==> src/rtl/xlat_pkg.sv <==
package xlat_pkg;

    parameter int ASID_W   = 16;
    parameter int VA_W     = 48;
    parameter int PA_W     = 56;
    parameter int PTE_W    = 64;
    parameter int OFS_W    = 12;
    parameter int LVL_BITS = 9;
    parameter int LEVELS   = 4;
    parameter int SLOTS    = 1;

    localparam int VPN_W = VA_W - OFS_W;
    localparam int PPN_W = PA_W - OFS_W;
    localparam int LVL_W = $clog2(LEVELS);
    localparam int IDX_W = (SLOTS > 1) ? $clog2(SLOTS) : 1;

    typedef logic [ASID_W-1:0] asid_t;
    typedef logic [VA_W-1:0]   va_t;
    typedef logic [PA_W-1:0]   pa_t;
    typedef logic [PTE_W-1:0]  pte_t;
    typedef logic [VPN_W-1:0]  vpn_t;
    typedef logic [PPN_W-1:0]  ppn_t;
    typedef logic [OFS_W-1:0]  ofs_t;
    typedef logic [LVL_W-1:0]  lvl_t;

    typedef struct packed {
        asid_t asid;
        logic  glb;
        va_t   va;
        pa_t   pa;
        pte_t  pte;
        lvl_t  lvl;
        pa_t   pte_addr;
    } xlat_ent_t;

    // filter selection for an invalidation request
    typedef enum logic [1:0] {
        FL_ALL  = 2'b00,
        FL_VPN  = 2'b01,
        FL_ASID = 2'b10,
        FL_BOTH = 2'b11
    } fl_kind_e;

    // page-number bits that must agree for a given leaf level
    function automatic vpn_t upper_vpn_mask(input lvl_t lvl);
        vpn_t m;
        m = '1;
        m = m << (int'(lvl) * LVL_BITS);
        return m;
    endfunction

    // physical page-number bits that come from the probe address
    function automatic ppn_t low_ppn_mask(input lvl_t lvl);
        ppn_t m;
        m = '1;
        m = ~(m << (int'(lvl) * LVL_BITS));
        return m;
    endfunction

endpackage

==> src/rtl/xlat_vpn_cmp.sv <==
module xlat_vpn_cmp
    import xlat_pkg::*;
(
    input  vpn_t ent_vpn,
    input  lvl_t ent_lvl,
    input  vpn_t probe_vpn,
    output logic same_region
);
    vpn_t keep;

    assign keep        = upper_vpn_mask(ent_lvl);
    assign same_region = ((ent_vpn ^ probe_vpn) & keep) == '0;

endmodule

==> src/rtl/xlat_pa_merge.sv <==
module xlat_pa_merge
    import xlat_pkg::*;
(
    input  ppn_t ent_ppn,
    input  lvl_t ent_lvl,
    input  vpn_t probe_vpn,
    input  ofs_t probe_ofs,
    output pa_t  pa
);
    ppn_t from_probe;
    ppn_t probe_wide;

    assign from_probe = low_ppn_mask(ent_lvl);
    assign probe_wide = PPN_W'(probe_vpn);
    assign pa = {(ent_ppn & ~from_probe) | (probe_wide & from_probe), probe_ofs};

endmodule

==> src/rtl/xlat_slot_cache.sv <==
module xlat_slot_cache
    import xlat_pkg::*;
(
    input  logic                clk,
    input  logic                rst,
    input  logic [ASID_W-1:0]   lk_asid,
    input  logic [VA_W-1:0]     lk_va,
    output logic                hit,
    output logic [IDX_W-1:0]    hit_idx,
    output logic [PA_W-1:0]     hit_pa,
    output logic [ASID_W-1:0]   hit_asid,
    output logic                hit_global,
    output logic [VA_W-1:0]     hit_va,
    output logic [PA_W-1:0]     hit_leaf_pa,
    output logic [PTE_W-1:0]    hit_pte,
    output logic [LVL_W-1:0]    hit_level,
    output logic [PA_W-1:0]     hit_pte_addr,
    input  logic                ins_en,
    input  logic [ASID_W-1:0]   ins_asid,
    input  logic                ins_global,
    input  logic [VA_W-1:0]     ins_va,
    input  logic [PA_W-1:0]     ins_pa,
    input  logic [PTE_W-1:0]    ins_pte,
    input  logic [LVL_W-1:0]    ins_level,
    input  logic [PA_W-1:0]     ins_pte_addr,
    input  logic                fl_en,
    input  logic                fl_asid_vld,
    input  logic [ASID_W-1:0]   fl_asid,
    input  logic                fl_vpn_vld,
    input  logic [VPN_W-1:0]    fl_vpn
);
    logic      slot_valid;
    xlat_ent_t ent_q;
    xlat_ent_t ins_ent;

    logic      lk_region;
    logic      fl_region;
    logic      lk_match;
    logic      fl_asid_ok;
    logic      fl_match;
    fl_kind_e  fl_kind;
    pa_t       merged_pa;

    assign ins_ent = '{asid: ins_asid, glb: ins_global, va: ins_va, pa: ins_pa,
                       pte: ins_pte, lvl: ins_level, pte_addr: ins_pte_addr};

    // slot storage: install has priority over invalidation
    always_ff @(posedge clk) begin
        if (rst) begin
            slot_valid <= 1'b0;
            ent_q      <= '0;
        end else if (ins_en) begin
            slot_valid <= 1'b1;
            ent_q      <= ins_ent;
        end else if (fl_en && fl_match) begin
            slot_valid <= 1'b0;
        end
    end

    // probe path
    xlat_vpn_cmp u_lk_cmp (
        .ent_vpn     (ent_q.va[VA_W-1:OFS_W]),
        .ent_lvl     (ent_q.lvl),
        .probe_vpn   (lk_va[VA_W-1:OFS_W]),
        .same_region (lk_region)
    );

    xlat_pa_merge u_merge (
        .ent_ppn   (ent_q.pa[PA_W-1:OFS_W]),
        .ent_lvl   (ent_q.lvl),
        .probe_vpn (lk_va[VA_W-1:OFS_W]),
        .probe_ofs (lk_va[OFS_W-1:0]),
        .pa        (merged_pa)
    );

    assign lk_match = slot_valid && lk_region && (ent_q.glb || (ent_q.asid == lk_asid));

    always_comb begin
        hit          = lk_match;
        hit_idx      = '0;
        hit_pa       = '0;
        hit_asid     = '0;
        hit_global   = 1'b0;
        hit_va       = '0;
        hit_leaf_pa  = '0;
        hit_pte      = '0;
        hit_level    = '0;
        hit_pte_addr = '0;
        if (lk_match) begin
            hit_pa       = merged_pa;
            hit_asid     = ent_q.asid;
            hit_global   = ent_q.glb;
            hit_va       = ent_q.va;
            hit_leaf_pa  = ent_q.pa;
            hit_pte      = ent_q.pte;
            hit_level    = ent_q.lvl;
            hit_pte_addr = ent_q.pte_addr;
        end
    end

    // invalidation filter
    xlat_vpn_cmp u_fl_cmp (
        .ent_vpn     (ent_q.va[VA_W-1:OFS_W]),
        .ent_lvl     (ent_q.lvl),
        .probe_vpn   (fl_vpn),
        .same_region (fl_region)
    );

    assign fl_asid_ok = !ent_q.glb && (ent_q.asid == fl_asid);
    assign fl_kind    = fl_kind_e'({fl_asid_vld, fl_vpn_vld});

    always_comb begin
        unique case (fl_kind)
            FL_ALL:  fl_match = 1'b1;
            FL_ASID: fl_match = fl_asid_ok;
            FL_VPN:  fl_match = fl_region;
            FL_BOTH: fl_match = fl_asid_ok && fl_region;
            default: fl_match = 1'b0;
        endcase
    end

endmodule

==> config.mk <==
export PLATFORM = sky130hd
export DESIGN_NAME = xlat_slot_cache
export DESIGN_NICKNAME = d
export VERILOG_FILES = /design/src/rtl/xlat_pkg.sv /design/src/rtl/xlat_vpn_cmp.sv /design/src/rtl/xlat_pa_merge.sv /design/src/rtl/xlat_slot_cache.sv
export SDC_FILE = /design/constraint.sdc
export NUM_CORES = 1
export LEC_CHECK = 0
export ABC_AREA = 1
export CAP_MARGIN = 10
export CORE_AREA = 3 3 256 258
export DETAILED_ROUTE_END_ITERATION = 8
export DIE_AREA = 0 0 259 261
export GPL_TIMING_DRIVEN = 0
export PLACE_DENSITY = 0.48
export SLEW_MARGIN = 5
export SYNTH_ARGS = -nofsm -noshare
export SYNTH_HDL_FRONTEND = slang
export SYNTH_SLANG_ARGS = --single-unit
==> constraint.sdc <==
create_clock -name clk -period 2.2 [get_ports clk]
set_input_delay 0.22 -clock clk [delete_from_list [all_inputs] [get_ports clk]]
set_output_delay 0.22 -clock clk [all_outputs]
set_load 0.03 [all_outputs]
## Yosys cells after proc, flatten, opt, wreduce, memory -nomap -nowiden

Cells that the tools add are included.

| storage, ports and cells | value |
|---|---|
| input bits | 365 |
| register bits after elaboration | 244 |

| cells by class | value |
|---|---|
| shifts and indexed selects | 2 |
| reduce and logical (&&, ||, !) cells | 11 |
| equality and inequality tests | 5 |
| bitwise logic cells | 9 |
| multipliers | 1 |
| muxes and demuxes | 11 |

Operators by type and width:

| kind | count |
|---|---|
| $mux W56 | 3 |
| $not A44 Y44 | 2 |
| $and A36 B36 Y36 | 2 |
| $logic_not A36 Y1 | 2 |
| $xor A36 B36 Y36 | 2 |
| $mux W64 | 1 |
| $mux W48 | 1 |
| $and A36 B44 Y44 | 1 |
| $and A44 B44 Y44 | 1 |
| $or A44 B44 Y44 | 1 |
| $shl A44 B32 Y44 const A | 1 |
| $shl A36 B32 Y36 const A | 1 |
| $eq A16 B16 Y1 | 2 |
| $mux W16 | 1 |
| $mul A2 B4 Y6 const B | 1 |
| $logic_and A1 B1 Y1 | 5 |
| $eq A2 B2 Y1 const B | 2 |
| $pmux W1 S4 | 1 |
| $mux W1 | 3 |
| $eq A2 B1 Y1 const B | 1 |
| $logic_not A2 Y1 | 1 |
| $mux W2 | 1 |
| $reduce_bool A2 Y1 | 1 |
| $logic_not A1 Y1 | 1 |
| $logic_or A1 B1 Y1 | 1 |

## Longest topological paths before layout

Gate-level depths: netlist of the first run.

| depth | value |
|---|---|
| depth in word-level cells | 9 |
| mapped depth | 13 |
| gate-level depth less buffers | 12 |

## Modules after synthesis

Synthesis of the first run repeated with hierarchy kept, for this count alone.

| second synthesis, totals | value |
|---|---|
| cells, all modules | 1903 |
| area total of the unflattened synthesis | 12934.9 sq um |

By module, submodules not included:

| module | cells each | times used | area each (sq um) |
|---|---|---|---|
| xlat_slot_cache | 1537 | 1 | 11101.9 |
| xlat_vpn_cmp | 124 | 2 | 598.1 |
| xlat_pa_merge | 118 | 1 | 636.9 |

## Worst setup path before layout of the first run

OpenSTA, ideal clock, no wires.

| timing | value |
|---|---|
| path kind | register to output |
| start point | register ent_q[206] (netlist name) |
| end point | output port hit_pa[46] |
| slack | -0.100 ns |
| required time | 1.980 ns |
| cell stages (with the launch flop) | 12 |
| path buffers | 3 |
| data arrival time | 2.080 ns |
| cells stage by stage | dfxtp_1 inv_2 nand2_1 o21ai_0 nor2_1 nand3_1 o21ai_4 nand3_1 buf_2 buf_2 nor2_1 buf_4 |

| between the ends | value |
|---|---|
| longest elaborated chain between the ends | 6 |

Ends and longest elaborated chain:

| what | RTL line | text |
|---|---|---|
| from (decl) | xlat_slot_cache.sv:33 | `xlat_ent_t ent_q;` |
| from (signal assigned) | xlat_slot_cache.sv:54 | `ent_q <= ins_ent;` |
| $xor A36 B36 Y36 | xlat_vpn_cmp.sv:12 | `assign same_region = ((ent_vpn ^ probe_vpn) & keep) == '0;` |
| $and A36 B36 Y36 | xlat_vpn_cmp.sv:12 |  |
| $logic_not A36 Y1 | xlat_vpn_cmp.sv:12 |  |
| $logic_and A1 B1 Y1 (2 in a row) | xlat_slot_cache.sv:76 | `assign lk_match = slot_valid && lk_region && (ent_q.glb \|\| (ent_q.asid == lk_asid));` |
| $mux W56 | xlat_slot_cache.sv:89 | `if (lk_match) begin` |
| to (decl) | xlat_slot_cache.sv:10 | `output logic [PA_W-1:0] hit_pa,` |

Every way passes these cells.

## Worst setup path after layout of the first run

| timing | value |
|---|---|
| start point | register ent_q[235] (netlist name) |
| end point | output port hit_leaf_pa[45] |

| between the ends | value |
|---|---|
| longest elaborated chain between the ends | 4 |

Ends and longest elaborated chain:

| what | RTL line | text |
|---|---|---|
| $eq A16 B16 Y1 | xlat_slot_cache.sv:76 |  |
| $logic_or A1 B1 Y1 | xlat_slot_cache.sv:76 |  |
| $logic_and A1 B1 Y1 | xlat_slot_cache.sv:76 |  |
| $mux W56 | xlat_slot_cache.sv:89 |  |
| to (decl) | xlat_slot_cache.sv:14 | `output logic [PA_W-1:0] hit_leaf_pa,` |

Every way passes these cells.

==> results.ini, run 1 <==
[run_status]
status = finished, violations left
violations = negative setup slack

[worst_setup_path]
path_class = reg -> out
worst_path_largest_cell_delay_ps = 330
r2r_slack_ps = 70
crit_path_end = hit_leaf_pa[45]
required_ps = 1980
path_common_cell = buf_12
reg2reg_to = slot_valid
critPathLaunch = ent_q[235]
worst_setup_path_start_kind = flop
path_depth = 13
arrival_ps = 2720
cp_num_buf_inv = 5
crit_path_max_fanout = 7
worst-r2r-cell-count = 12
r2r-start = ent_q[57]
crit_chain = xor2_1 -> nor2_1 -> nand2_1 -> nor2_2 -> nand2_2 -> a21oi_4 -> nand3_4 -> buf_12 -> buf_16 -> buf_12 -> nor2_4 -> buf_4 -> buf_6
critical-path-top-delay-family = buffers and inverters
slowest_stage = dfxtp_2
crit_path_end_kind = output pin

[synth]
yosysTopAreaCellShare = 0.392
yosysWarnings = 0
synth_edf_count = 0
synth-seq-cells = 244
synth_commonest_cells = nor2_1 (446), inv_1 (287), dfxtp_1 (244)
syn_avg_cell_area_um2 = 6.92
synth_top_area_cell = dfxtp_1
synthesis.nets = 2164
post-synth-top-count-cell = nor2_1
seq_area_frac_synth = 0.392
synth_cells = 1799
syn-cell-area_um2 = 12500
synth_area_leaders = dfxtp_1 (39%), a211oi_1 (14%), nor2_1 (13%)
synth_cell_type_count = 25
synth-main-ff-cell = dfxtp_1
synthArstFlopShare = 0

[layout]
drive_gt1_frac = 0.251
num-fill-cells = 6789
multiInputGateArea_um2 = 6370
post-route-util = 0.349
layout.nets = 2880
area_growth_pct = 76.9
register_area_um2 = 4900

[detailed_routing]
vias = 14300
dr.pass1.iters = 6
dr.first_iter.drc_count = 825
postRouteAntennaNets = 0
routed_wl_um = 67300
drc = 0
via_per_inst = 4.22
wire_per_inst_um = 19.9

[timing]
max_freq_mhz = 341
setup_ws_ps = -735
finalHoldViolCount = 0
setup_violations = 300
maxSlewViolCount = 0
tightest_slew_ps = 1030
finalCriticalPeriod_ps = 2940
fin_setup_tns_ps = -185890
rsz0062_at_grt = yes
holdWs_ps = 139
fin_worst_skew_ps = 9.37
slew-limit-headroom = 0.315
fin_crit_sh = 1.33

[clocking]
clock_path_buffers = 3
clock-sinks = 244
clock_latency_ps = 520
cts_inserted_buffers = 34
htree_levels = 2
clkSlewWorstSetupHoldPaths_ps = 60
tritoncts = built
cts.root.buffer_cell = clkbuf_16
hold_buffers = 0

[grt]
grt_first_pass_wirelength_um = 95300
grt_overflow = 0
grt_pass1_vias = 14600
grt_usage = 0.187
antenna_found_initial = 12
grt_max_degree = 12

[floorplan]
dieArea_um2 = 67600
die-width_um = 259
start_util = 0.197
chipHeight_um = 261
core.rowCount = 92
design.core.area_um2 = 63200
io_pins = 666

[place]
hpwl_um = 53300
port_buffers = 662
gp_congestion = 0.930
dp_slack_ps = -1460

[power_and_ir_drop]
vdd_drop_max_mv = 0.419
p_leak_nw = 9.24
cellPowerDensity_nw_per_um2 = 570

[min_path]
hp-class = in -> reg

[run]
maxCapViolations = 0

## worst min-delay path, delay by kind of cell
family | cells | cell delay, ps
AOI/OAI and AO/OA | 1 | 50
and+or+nand+nor | 1 | 120
buffers and inverters | 1 | 230
## power by group
part | internal (W) | switching (W)
Sequential | 0.00474 | 0.000129
Combinational | 0.000978 | 0.00106
Clock | 0.00345 | 0.00219
## cells in the final DEF, fill, tap and decap left out, drive strengths merged, types with 2 or more instances in the layout
master	n
inv	299
clkinv	4
a21oi	22
nor3	2
nand3	38
clkbuf	142
clkdlybuf4s50	362
a211oi	234
xor2	22
diode	8
or2	3
buf	357
nand2	180
nand4	12
clkdlybuf4s15	3
dfxtp	244
clkinvlp	2
xnor2	24
o21ai	35
nor2	547
## sequential cells by signal (all words and copies together) (netlist names)
signal and flops:
ent_q 243, slot_valid 1
## metrics by stage
| step | total power (W) | instances | instance area [um2] |
|---|---|---|---|
| 6_report | 0.0126 | 3390 | 22000 |
| 5_1_grt | 0.0132 | 3385 | 22000 |
| 4_1_cts | 0.0127 | 3364 | 20500 |
| 3_5_place_dp | 0.00692 | 3307 | 20100 |
| 3_3_place_gp | 0.00691 | 3307 | 20100 |
| 2_1_floorplan | 0.00585 | 1799 | 12500 |
## worst min-delay path by stage
stage                 end  startpoint  cells past startpoint  slack (ps)
2_1_floorplan  ent_q[143]  ins_pa[21]                      2         370
3_3_place_gp   ent_q[151]  ent_q[151]                      2         450
3_5_place_dp   ent_q[177]  ent_q[177]                      2         450
4_1_cts        ent_q[151]      ins_en                      3         110
5_1_grt        ent_q[151]      ins_en                      3         160
6_report       ent_q[144]      ins_en                      3         140
## cell families after synthesis
kind of cell	Yosys count	share of synthesized area
xor+xnor	46	0.0323
compound gates	291	0.165
simple gates	782	0.263
flops	244	0.392
buf+inv	435	0.147
other cells	1	0.000301
## layer usage
layer  routed length (um)  global-route usage  vias up  share of wire
li1                     -                   -     7082              -
met1                27100               0.219     6672           0.40
met2                33700               0.334      476           0.50
met3                 5220              0.0577       72          0.077
met4                 1160              0.0406       14          0.017
met5                   99                   0        -         0.0015
## layout make-up
| class | instances | area share |
|---|---|---|
| Tap cell | 846 | 0.0480 |
| Buffer | 135 | 0.0439 |
| Multi-Input combinational cell | 1120 | 0.289 |
| Clock buffer | 51 | 0.0485 |
| Timing Repair Buffer | 680 | 0.293 |
| Antenna cell | 8 | 0.000908 |
| Clock inverter | 6 | 0.00273 |
| Inverter | 300 | 0.0513 |
| Sequential cell | 244 | 0.222 |
## what timing repair did
item | CTS | global route
gates cloned | 0 | 4
setup buffers | 0 | 14
setup endpoints to repair | 305 | 340
gates resized for setup | 1524 | 721
pin swaps | 3 | 10
(Power assumes the default switching activity.)
==> inputs of run 2 (changes only) <==
--- a/config.mk
+++ b/config.mk
@@ -8,6 +8,7 @@
 export ABC_AREA = 1
 export CAP_MARGIN = 10
 export CORE_AREA = 3 3 256 258
+export CTS_CLUSTER_SIZE = 16
 export DETAILED_ROUTE_END_ITERATION = 8
 export DIE_AREA = 0 0 259 261
 export GPL_TIMING_DRIVEN = 0
==> results of run 2 <==
The final DEF is identical to that of run 1; final timing and power are the same.
==> inputs of run 3 (changes only) <==
--- a/config.mk
+++ b/config.mk
@@ -8,7 +8,7 @@
 export ABC_AREA = 1
 export CAP_MARGIN = 10
 export CORE_AREA = 3 3 256 258
-export CTS_CLUSTER_SIZE = 16
+export CTS_CLUSTER_SIZE = 25
 export DETAILED_ROUTE_END_ITERATION = 8
 export DIE_AREA = 0 0 259 261
 export GPL_TIMING_DRIVEN = 0
==> results of run 3 <==
The final DEF is identical to that of run 1; final timing and power are the same.
